==> src/rtl/mvskip_pkg.sv <==
package mvskip_pkg;
  typedef enum logic [2:0] {
    ST_IDLE,
    ST_FIND,
    ST_MAC,
    ST_WB,
    ST_DONE
  } mv_state_t;
endpackage

==> src/rtl/mvskip_group_scan.sv <==
module mvskip_group_scan #(
  parameter int N = 8,
  parameter int M = 2,
  localparam int NG = N / M
) (
  input  logic [N-1:0]  mask,
  output logic [NG-1:0] grp_live
);
  for (genvar g = 0; g < NG; g++) begin : g_grp
    assign grp_live[g] = |mask[g*M +: M];
  end
endmodule

==> src/rtl/mvskip_lane.sv <==
module mvskip_lane #(
  parameter int DW = 16,
  parameter int AW = 37
) (
  input  logic                 clk,
  input  logic                 rst_n,
  input  logic                 clr,
  input  logic                 en,
  input  logic                 col_en,
  input  logic signed [DW-1:0] a,
  input  logic signed [DW-1:0] x,
  output logic signed [AW-1:0] acc
);
  function automatic logic signed [AW-1:0] mac_term(
    input logic signed [DW-1:0] ea,
    input logic signed [DW-1:0] ex,
    input logic keep
  );
    logic signed [2*DW-1:0] p;
    p = ea * ex;
    return keep ? {{(AW-2*DW){p[2*DW-1]}}, p} : '0;
  endfunction

  always_ff @(posedge clk) begin
    if (!rst_n)      acc <= '0;
    else if (clr)    acc <= '0;
    else if (en)     acc <= acc + mac_term(a, x, col_en);
  end

  AST_MASKED_HOLD: assert property (@(posedge clk) disable iff (!rst_n)
    (en && !col_en && !clr) |=> $stable(acc));
  AST_CLEAR_ZERO: assert property (@(posedge clk) disable iff (!rst_n)
    clr |=> (acc == '0));
endmodule

==> src/rtl/mvskip_top.sv <==
module mvskip_top #(
  parameter int N  = 8,
  parameter int M  = 2,
  parameter int DW = 16,
  localparam int NG = N / M,
  localparam int IW = (N > 1) ? $clog2(N) : 1,
  localparam int GW = $clog2(NG + 1),
  localparam int AW = 2 * DW + IW + 2
) (
  input  logic            clk,
  input  logic            rst_n,
  input  logic            ld_we,
  input  logic            ld_sel,
  input  logic [IW-1:0]   ld_addr,
  input  logic [DW-1:0]   ld_data,
  input  logic            start,
  input  logic [N-1:0]    row_act,
  input  logic [N-1:0]    col_act,
  input  logic            a_valid,
  input  logic [M*DW-1:0] a_data,
  output logic            a_ready,
  output logic            y_we,
  output logic [IW-1:0]   y_addr,
  output logic [AW-1:0]   y_data,
  output logic            done
);
  import mvskip_pkg::*;

  function automatic logic [GW-1:0] next_grp(input logic [NG-1:0] v, input int from);
    logic [GW-1:0] r;
    r = GW'(NG);
    for (int g = NG - 1; g >= 0; g--)
      if (g >= from && v[g]) r = GW'(g);
    return r;
  endfunction

  function automatic logic signed [AW-1:0] grad(
    input logic signed [AW-1:0] s,
    input logic signed [DW-1:0] b
  );
    return s - {{(AW-DW){b[DW-1]}}, b};
  endfunction

  mv_state_t state;
  logic [N-1:0]  row_q, col_q;
  logic [NG-1:0] rga, cga;
  logic [GW-1:0] rg, cg;
  logic [IW-1:0] col, wb_k;
  logic signed [DW-1:0] xbuf [N];
  logic signed [DW-1:0] bbuf [N];
  logic signed [AW-1:0] acc [M];
  logic signed [AW-1:0] acc_sel;

  // named internal events
  logic          take, last_col, wb_last, lane_clr, col_keep;
  logic [GW-1:0] fr_row, fr_col0, nx_col;
  logic signed [DW-1:0] x_rd;

  mvskip_group_scan #(.N(N), .M(M)) u_rscan (.mask(row_q), .grp_live(rga));
  mvskip_group_scan #(.N(N), .M(M)) u_cscan (.mask(col_q), .grp_live(cga));

  assign a_ready  = (state == ST_MAC);
  assign take     = a_ready && a_valid;
  assign last_col = (int'(col) == int'(cg) * M + M - 1);
  assign wb_last  = (int'(wb_k) == M - 1);
  assign lane_clr = (state == ST_FIND);
  assign fr_row   = next_grp(rga, int'(rg));
  assign fr_col0  = next_grp(cga, 0);
  assign nx_col   = next_grp(cga, int'(cg) + 1);
  assign col_keep = col_q[col];
  assign x_rd     = xbuf[col];

  always_ff @(posedge clk) begin
    if (ld_we && state == ST_IDLE) begin
      if (ld_sel) bbuf[ld_addr] <= ld_data;
      else        xbuf[ld_addr] <= ld_data;
    end
  end

  for (genvar i = 0; i < M; i++) begin : g_lane
    mvskip_lane #(.DW(DW), .AW(AW)) u_lane (
      .clk(clk), .rst_n(rst_n), .clr(lane_clr), .en(take), .col_en(col_keep),
      .a(a_data[i*DW +: DW]), .x(x_rd), .acc(acc[i]));
  end

  always_comb begin
    acc_sel = '0;
    for (int i = 0; i < M; i++)
      if (int'(wb_k) == i) acc_sel = acc[i];
  end

  assign y_we   = (state == ST_WB);
  assign y_addr = IW'(int'(rg) * M + int'(wb_k));
  assign y_data = grad(acc_sel, bbuf[y_addr]);
  assign done   = (state == ST_DONE);

  always_ff @(posedge clk) begin
    if (!rst_n) begin
      state <= ST_IDLE;
      row_q <= '0;
      col_q <= '0;
      rg    <= '0;
      cg    <= '0;
      col   <= '0;
      wb_k  <= '0;
    end else begin
      case (state)
        ST_IDLE: if (start) begin
          row_q <= row_act;
          col_q <= col_act;
          rg    <= '0;
          state <= ST_FIND;
        end
        ST_FIND: begin
          wb_k <= '0;
          if (fr_row == GW'(NG)) state <= ST_DONE;
          else begin
            rg <= fr_row;
            if (fr_col0 == GW'(NG)) state <= ST_WB;
            else begin
              cg    <= fr_col0;
              col   <= IW'(int'(fr_col0) * M);
              state <= ST_MAC;
            end
          end
        end
        ST_MAC: if (take) begin
          if (last_col) begin
            if (nx_col == GW'(NG)) state <= ST_WB;
            else begin
              cg  <= nx_col;
              col <= IW'(int'(nx_col) * M);
            end
          end else col <= col + 1'b1;
        end
        ST_WB: begin
          wb_k <= wb_k + 1'b1;
          if (wb_last) begin
            rg    <= rg + 1'b1;
            state <= ST_FIND;
          end
        end
        ST_DONE: state <= ST_IDLE;
        default: state <= ST_IDLE;
      endcase
    end
  end

  AST_SKIP_ROW: assert property (@(posedge clk) disable iff (!rst_n)
    y_we |-> rga[int'(y_addr) / M]);
  AST_COL_LIVE: assert property (@(posedge clk) disable iff (!rst_n)
    a_ready |-> cga[cg]);
  AST_WB_ORDER: assert property (@(posedge clk) disable iff (!rst_n)
    (y_we && $past(y_we)) |-> (y_addr == IW'($past(y_addr) + 1'b1)));
  AST_DONE_ONE: assert property (@(posedge clk) disable iff (!rst_n)
    done |=> !done);
endmodule

==> config.mk <==
export PLATFORM = sky130hd
export DESIGN_NAME = mvskip_top
export DESIGN_NICKNAME = d
export VERILOG_FILES = /design/src/rtl/mvskip_pkg.sv /design/src/rtl/mvskip_group_scan.sv /design/src/rtl/mvskip_lane.sv /design/src/rtl/mvskip_top.sv
export SDC_FILE = /design/constraint.sdc
export NUM_CORES = 2
export LEC_CHECK = 0
export ABC_AREA = 1
export BUFFER_PORTS_ARGS = -buffer_cell sky130_fd_sc_hd__buf_2
export CORE_AREA = 2 2 377 192
export DETAILED_ROUTE_END_ITERATION = 6
export DIE_AREA = 0 0 379 194
export PLACE_DENSITY_LB_ADDON = 0.3
export SYNTH_ARGS = -nofsm -noshare
export SYNTH_HDL_FRONTEND = slang
export SYNTH_SLANG_ARGS = --single-unit
export TNS_END_PERCENT = 5
==> constraint.sdc <==
create_clock -name clk -period 9.32 [get_ports clk]
set_input_delay 0.466 -clock clk [delete_from_list [all_inputs] [get_ports clk]]
set_output_delay 0.466 -clock clk [all_outputs]
set_load 0.02 [all_outputs]
Yosys cells after proc, flatten, opt, wreduce, memory -nomap -nowiden. Memory sizes are Yosys's and may differ from the RTL's. A register that Yosys moved wholly into a read port is not among the register bits. Index checks and enable logic that the tools add are counted.

Memories: 2. Word-level logic and storage cells: 131. Input bits: 73. Flip-flop bits (word level): 105. Output and inout bits: 43. RAM bits: 256.

Reductions and logical operators: 29. Eq/ne operators: 18. Multiply operators: 2. Multiplexer cells: 51. Add/subtract/negate cells: 10. $lt $le $gt $ge: 9. Bitwise operators: 1.

Memory list: bbuf (words 8, width 16, read ports 1, clocked after memory_dff 0, wr ports 1, line mvskip_top.sv:50) `logic signed [DW-1:0] bbuf [N];`; xbuf (words 8, width 16, read ports 1, clocked after memory_dff 1, wr ports 1, line mvskip_top.sv:49) `logic signed [DW-1:0] xbuf [N];`.

Operators by type and width (count): 37-bit two-way mux (4); 3-bit two-way mux (33); 37-bit adder (2); 16-bit by 16-bit multiplier with 32-bit output (2); 37-bit subtractor (1); 3-bit one-hot mux with 2 select lines (3); 2-bit OR reduction (9); 3-bit == test, second input constant (4); 3-bit one-hot mux with 4 select lines (1); 1-bit logical AND (10); 5-bit AND reduction (2); 3-bit by 1-bit adder with 3-bit output, second input constant (3); 3-bit by 2-bit == test with 1-bit output, second input constant (3); 3-bit one-hot mux with 3 select lines (1); 1-bit by 4-bit >= comparator with 1-bit output, first input constant (2); 2-bit by 4-bit >= comparator with 1-bit output, first input constant (2); 1-bit two-way mux (8); 2-bit by 1-bit inequality test with 1-bit output, second input constant (4); 2-bit inequality test, second input constant (4); 4-bit by 6-bit == test with 1-bit output (1); 1-bit by 3-bit >= comparator with 1-bit output, first input constant (2); 2-bit by 3-bit >= comparator with 1-bit output, first input constant (2); 3-bit zero test (2); 6-bit AND reduction (1); other kinds (13) (14).

Depth between registers and ports, before layout.
Depth in word-level cells: 14. Mapped depth: 47. Mapped depth without buffers: 45.

Cells and area by module. Synthesis repeated with hierarchy kept, for this count alone.

Cell total of the unflattened synthesis: 5813. Area total of the unflattened synthesis: 43829.5 um^2.

Modules (own cells, without submodules): mvskip_top (instances 1, sequential area each 8368.0 um^2, area each 14881.8 um^2, cells each 1665); mvskip_lane at g_lane[0].u_lane (instances 1, sequential area each 740.7 um^2, area each 14584.0 um^2, cells each 2105); mvskip_lane at g_lane[1].u_lane (instances 1, sequential area each 740.7 um^2, area each 14273.7 um^2, cells each 2019); mvskip_group_scan (instances 2, sequential area each 0.0 um^2, area each 45.0 um^2, cells each 12).

Least setup slack after synthesis. OpenSTA, ideal clock, no wires.

Path kind: register -> register. Start point: register with a tool-made name. End point: register g_lane[0].u_lane.acc[36]. Clock period less this slack: 7.608 ns. Path buffers: 3. Cell stages (with the launch flop): 44. Data arrival time: 7.498 ns. Required time: 9.210 ns. Setup time: 0.110 ns. Slack: 1.712 ns. Cell sequence: dfxtp_1 -> buf_2 -> clkbuf_1 -> o21ai_0 -> o221ai_1 -> nand2_1 -> inv_1 -> buf_4 -> nand2_1 -> fa_1 -> inv_1 -> fa_1 -> inv_1 -> fa_1 -> inv_1 -> fa_1 -> fa_1 -> inv_1 -> [... 8 more ...] -> nand3_1 -> a21oi_1 -> o21ai_0 -> a21o_1 -> xnor2_1 -> nor2_1 -> ha_1 -> nand2_1 -> nor2_1 -> nand2_1 -> nor3b_1 -> nand3_1 -> nand3_1 -> nand4_1 -> nand3_1 -> nand2_1 -> inv_1 -> nor2_1.

RTL lines: end signal: assignment (line mvskip_lane.sv:27) `else if (en) acc <= acc + mac_term(a, x, col_en);`; end: declaration (line mvskip_lane.sv:12) `output logic signed [AW-1:0] acc`.

==> flow_metrics.tcl <==
set metrics [dict create \
    synthFlopType "edfxtp_1" \
    synth_edf_count 256 \
    drive_above_1_share 0.0648 \
    avgSynthCellArea_um2 8.14 \
    ys_ff_latch 364 \
    worstPathMaxFanout 30 \
    antenna_found_initial 0 \
    die-height_um 194 \
    finalHoldViolations 0 \
    crit_type "flop to flop" \
    fmax_mhz 112 \
    maxCapViolCount 0 \
    drt_iter0_markers 4498 \
    grt_use_total 0.362 \
    crit_path_end_kind "flop" \
    cts_hold_buf 0 \
    numCtsBuffers 30 \
    required_ps 9830 \
    cp-start-kind "flop" \
    viasPerCell 5.78 \
    place_congestion 1.06 \
    dr.pass1.iters 6 \
    cts-root-buf "clkbuf_16" \
    grt_setup_unrepaired "false" \
    worstSkewPairLatency_ps 640 \
    cts_sinks 364 \
    synth_seq_area_share 0.236 \
    setup_viol 0 \
    n_fill_cell 6115 \
    grt_pass1_vias 34200 \
    synth_async_sr_flop_share 0 \
    overflow 0 \
    wl_mm 132 \
    worst_path_max_delay_cell "fa_1" \
    dieArea_um2 73500 \
    cts.path.max_buffers 3 \
    area_growth_syn_to_layout_pct 7.41 \
    grt_pass1_wl_mm 203 \
    layout_common_cells "inv_1, nand2_1, nor2_1, fa_1, o21ai_0" \
    clock_skew_ps 31.5 \
    cts_tree "built" \
    core-area_um2 70300 \
    start_util 0.595 \
    period_share 0.960 \
    synth_top_cell_area_share 0.252 \
    io_buffers 115 \
    yosys_warnings 0 \
    slew_headroom 0.239 \
    crit_buf_inv 8 \
    final.setup.tns_ps 0 \
    vias 35900 \
    slew_violations 0 \
    ys_types 60 \
    cp.arrival_ps 9460 \
    syn_inst 5138 \
    period_needed_ps 8950 \
    status "complete, no violations" \
    fp-row-count 69 \
    grt_max_degree 81 \
    dp_hpwl_mm 107 \
    synth_area_leaders "fa_1, edfxtp_1, inv_1" \
    antenna_cells 0 \
    wl_per_cell_um 21.3 \
    clkTransAtPathRegs_ps 80 \
    final_antenna_net_count 0 \
    r2r_setup_slack_ps 370 \
    syn_nets 6021 \
    synth_top_area_cell "fa_1" \
    hp-class "primary input to flop" \
    slowest_delay_ps 520 \
    tightest_slew_ps 1140 \
    cts-htree-levels 1 \
    drc_errors 0 \
    die_x_um 379 \
    cp_common_cell "fa_1" \
    layout_commonest_cell "inv_1" \
    crit_family "adder cells" \
    nNetsFinal 6103 \
    io_pins 116 \
    netlist_area_um2 41800 \
]
## tightest hold or removal path, cell delays in order
cell and delay (ps):
buf_2 90, nand3_1 70, a21oi_1 60
## kinds of logic (layout without fill, tap and decap cells)
kind of cell    Yosys count  in the layout  share of synthesized area
compound gates          841            841                      0.115
flops                   364            364                      0.236
mux                      32             32                    0.00766
buf+inv                1167           1273                      0.107
xor+xnor                105            105                     0.0220
simple gates           1819           1819                      0.176
fa+ha+maj               810            810                      0.337
## layer usage
| metal | vias up | track usage | part of all wire |
|---|---|---|---|
| li1 | 16500 | - | - |
| met1 | 17100 | 0.584 | 0.45 |
| met2 | 2140 | 0.444 | 0.37 |
| met3 | 128 | 0.167 | 0.17 |
| met4 | 0 | 0.0398 | 0.011 |
| met5 | - | 0 | 0 |
## repair_timing
action,4_1_cts,5_1_grt
buffers inserted,0,6
setup endpoints to repair,0,19
resized for setup,0,20
## synth_stat cells (52+ instances only)
| master | number |
|---|---|
| inv_1 | 986 |
| nand2_1 | 805 |
| nor2_1 | 731 |
| fa_1 | 527 |
| o21ai_0 | 315 |
| a21oi_1 | 297 |
| ha_1 | 283 |
| edfxtp_1 | 256 |
| nand3_1 | 176 |
| dfxtp_1 | 108 |
| xor2_1 | 72 |
| clkbuf_1 | 69 |
| buf_2 | 53 |
| o221ai_1 | 52 |
## state kept, by name, summed over array words and instances (netlist names), named ones only
name / count
col_q: 8
cg: 3
wb_k: 3
state: 3
row_q: 8
xbuf: 128
g_lane.u_lane.acc: 74
rg: 3
bbuf: 128
col: 3
## final cells by class
type                            instances  area [um2]  area share
Clock inverter                         21         251     0.00560
Clock buffer                           35         853      0.0190
Tap cell                              958        1200      0.0267
Timing Repair Buffer                  206        1380      0.0307
Sequential cell                       364        9860       0.220
Inverter                             1011        3820      0.0851
Multi-Input combinational cell       3607       27500       0.613
## path summary, 6_finish.rpt
path,from,to,cells after the start
worst max-delay path,flop,g_lane[1].u_lane.acc[24]$_SDFFE_PP0P_,34
worst min-delay path,row_act[1],row_q[1]$_SDFFE_PN0P_,3
worst max register to register,flop,g_lane[1].u_lane.acc[24]$_SDFFE_PP0P_,34
worst min register to register,row_q[6]$_SDFFE_PN0P_,row_q[6]$_SDFFE_PN0P_,2
## metrics by stage
step / instances / cell area, um2 / util / setup WS, ps / hold slack, ps
floorplan: 5138 / 41800 / - / 1710 / 429
global placement: 6140 / 43700 / 0.621 / 462 / 447
detailed placement: 6140 / 43700 / 0.621 / 357 / 450
CTS: 6196 / 44800 / 0.637 / 339 / 87.2
global route: 6202 / 44900 / 0.639 / 9.07 / 109
finish: 6202 / 44900 / 0.639 / 371 / 93.6
Power is left out: the tool's default activity adds up to more than one toggle a clock period on the data nets, which glitch-free logic cannot reach.
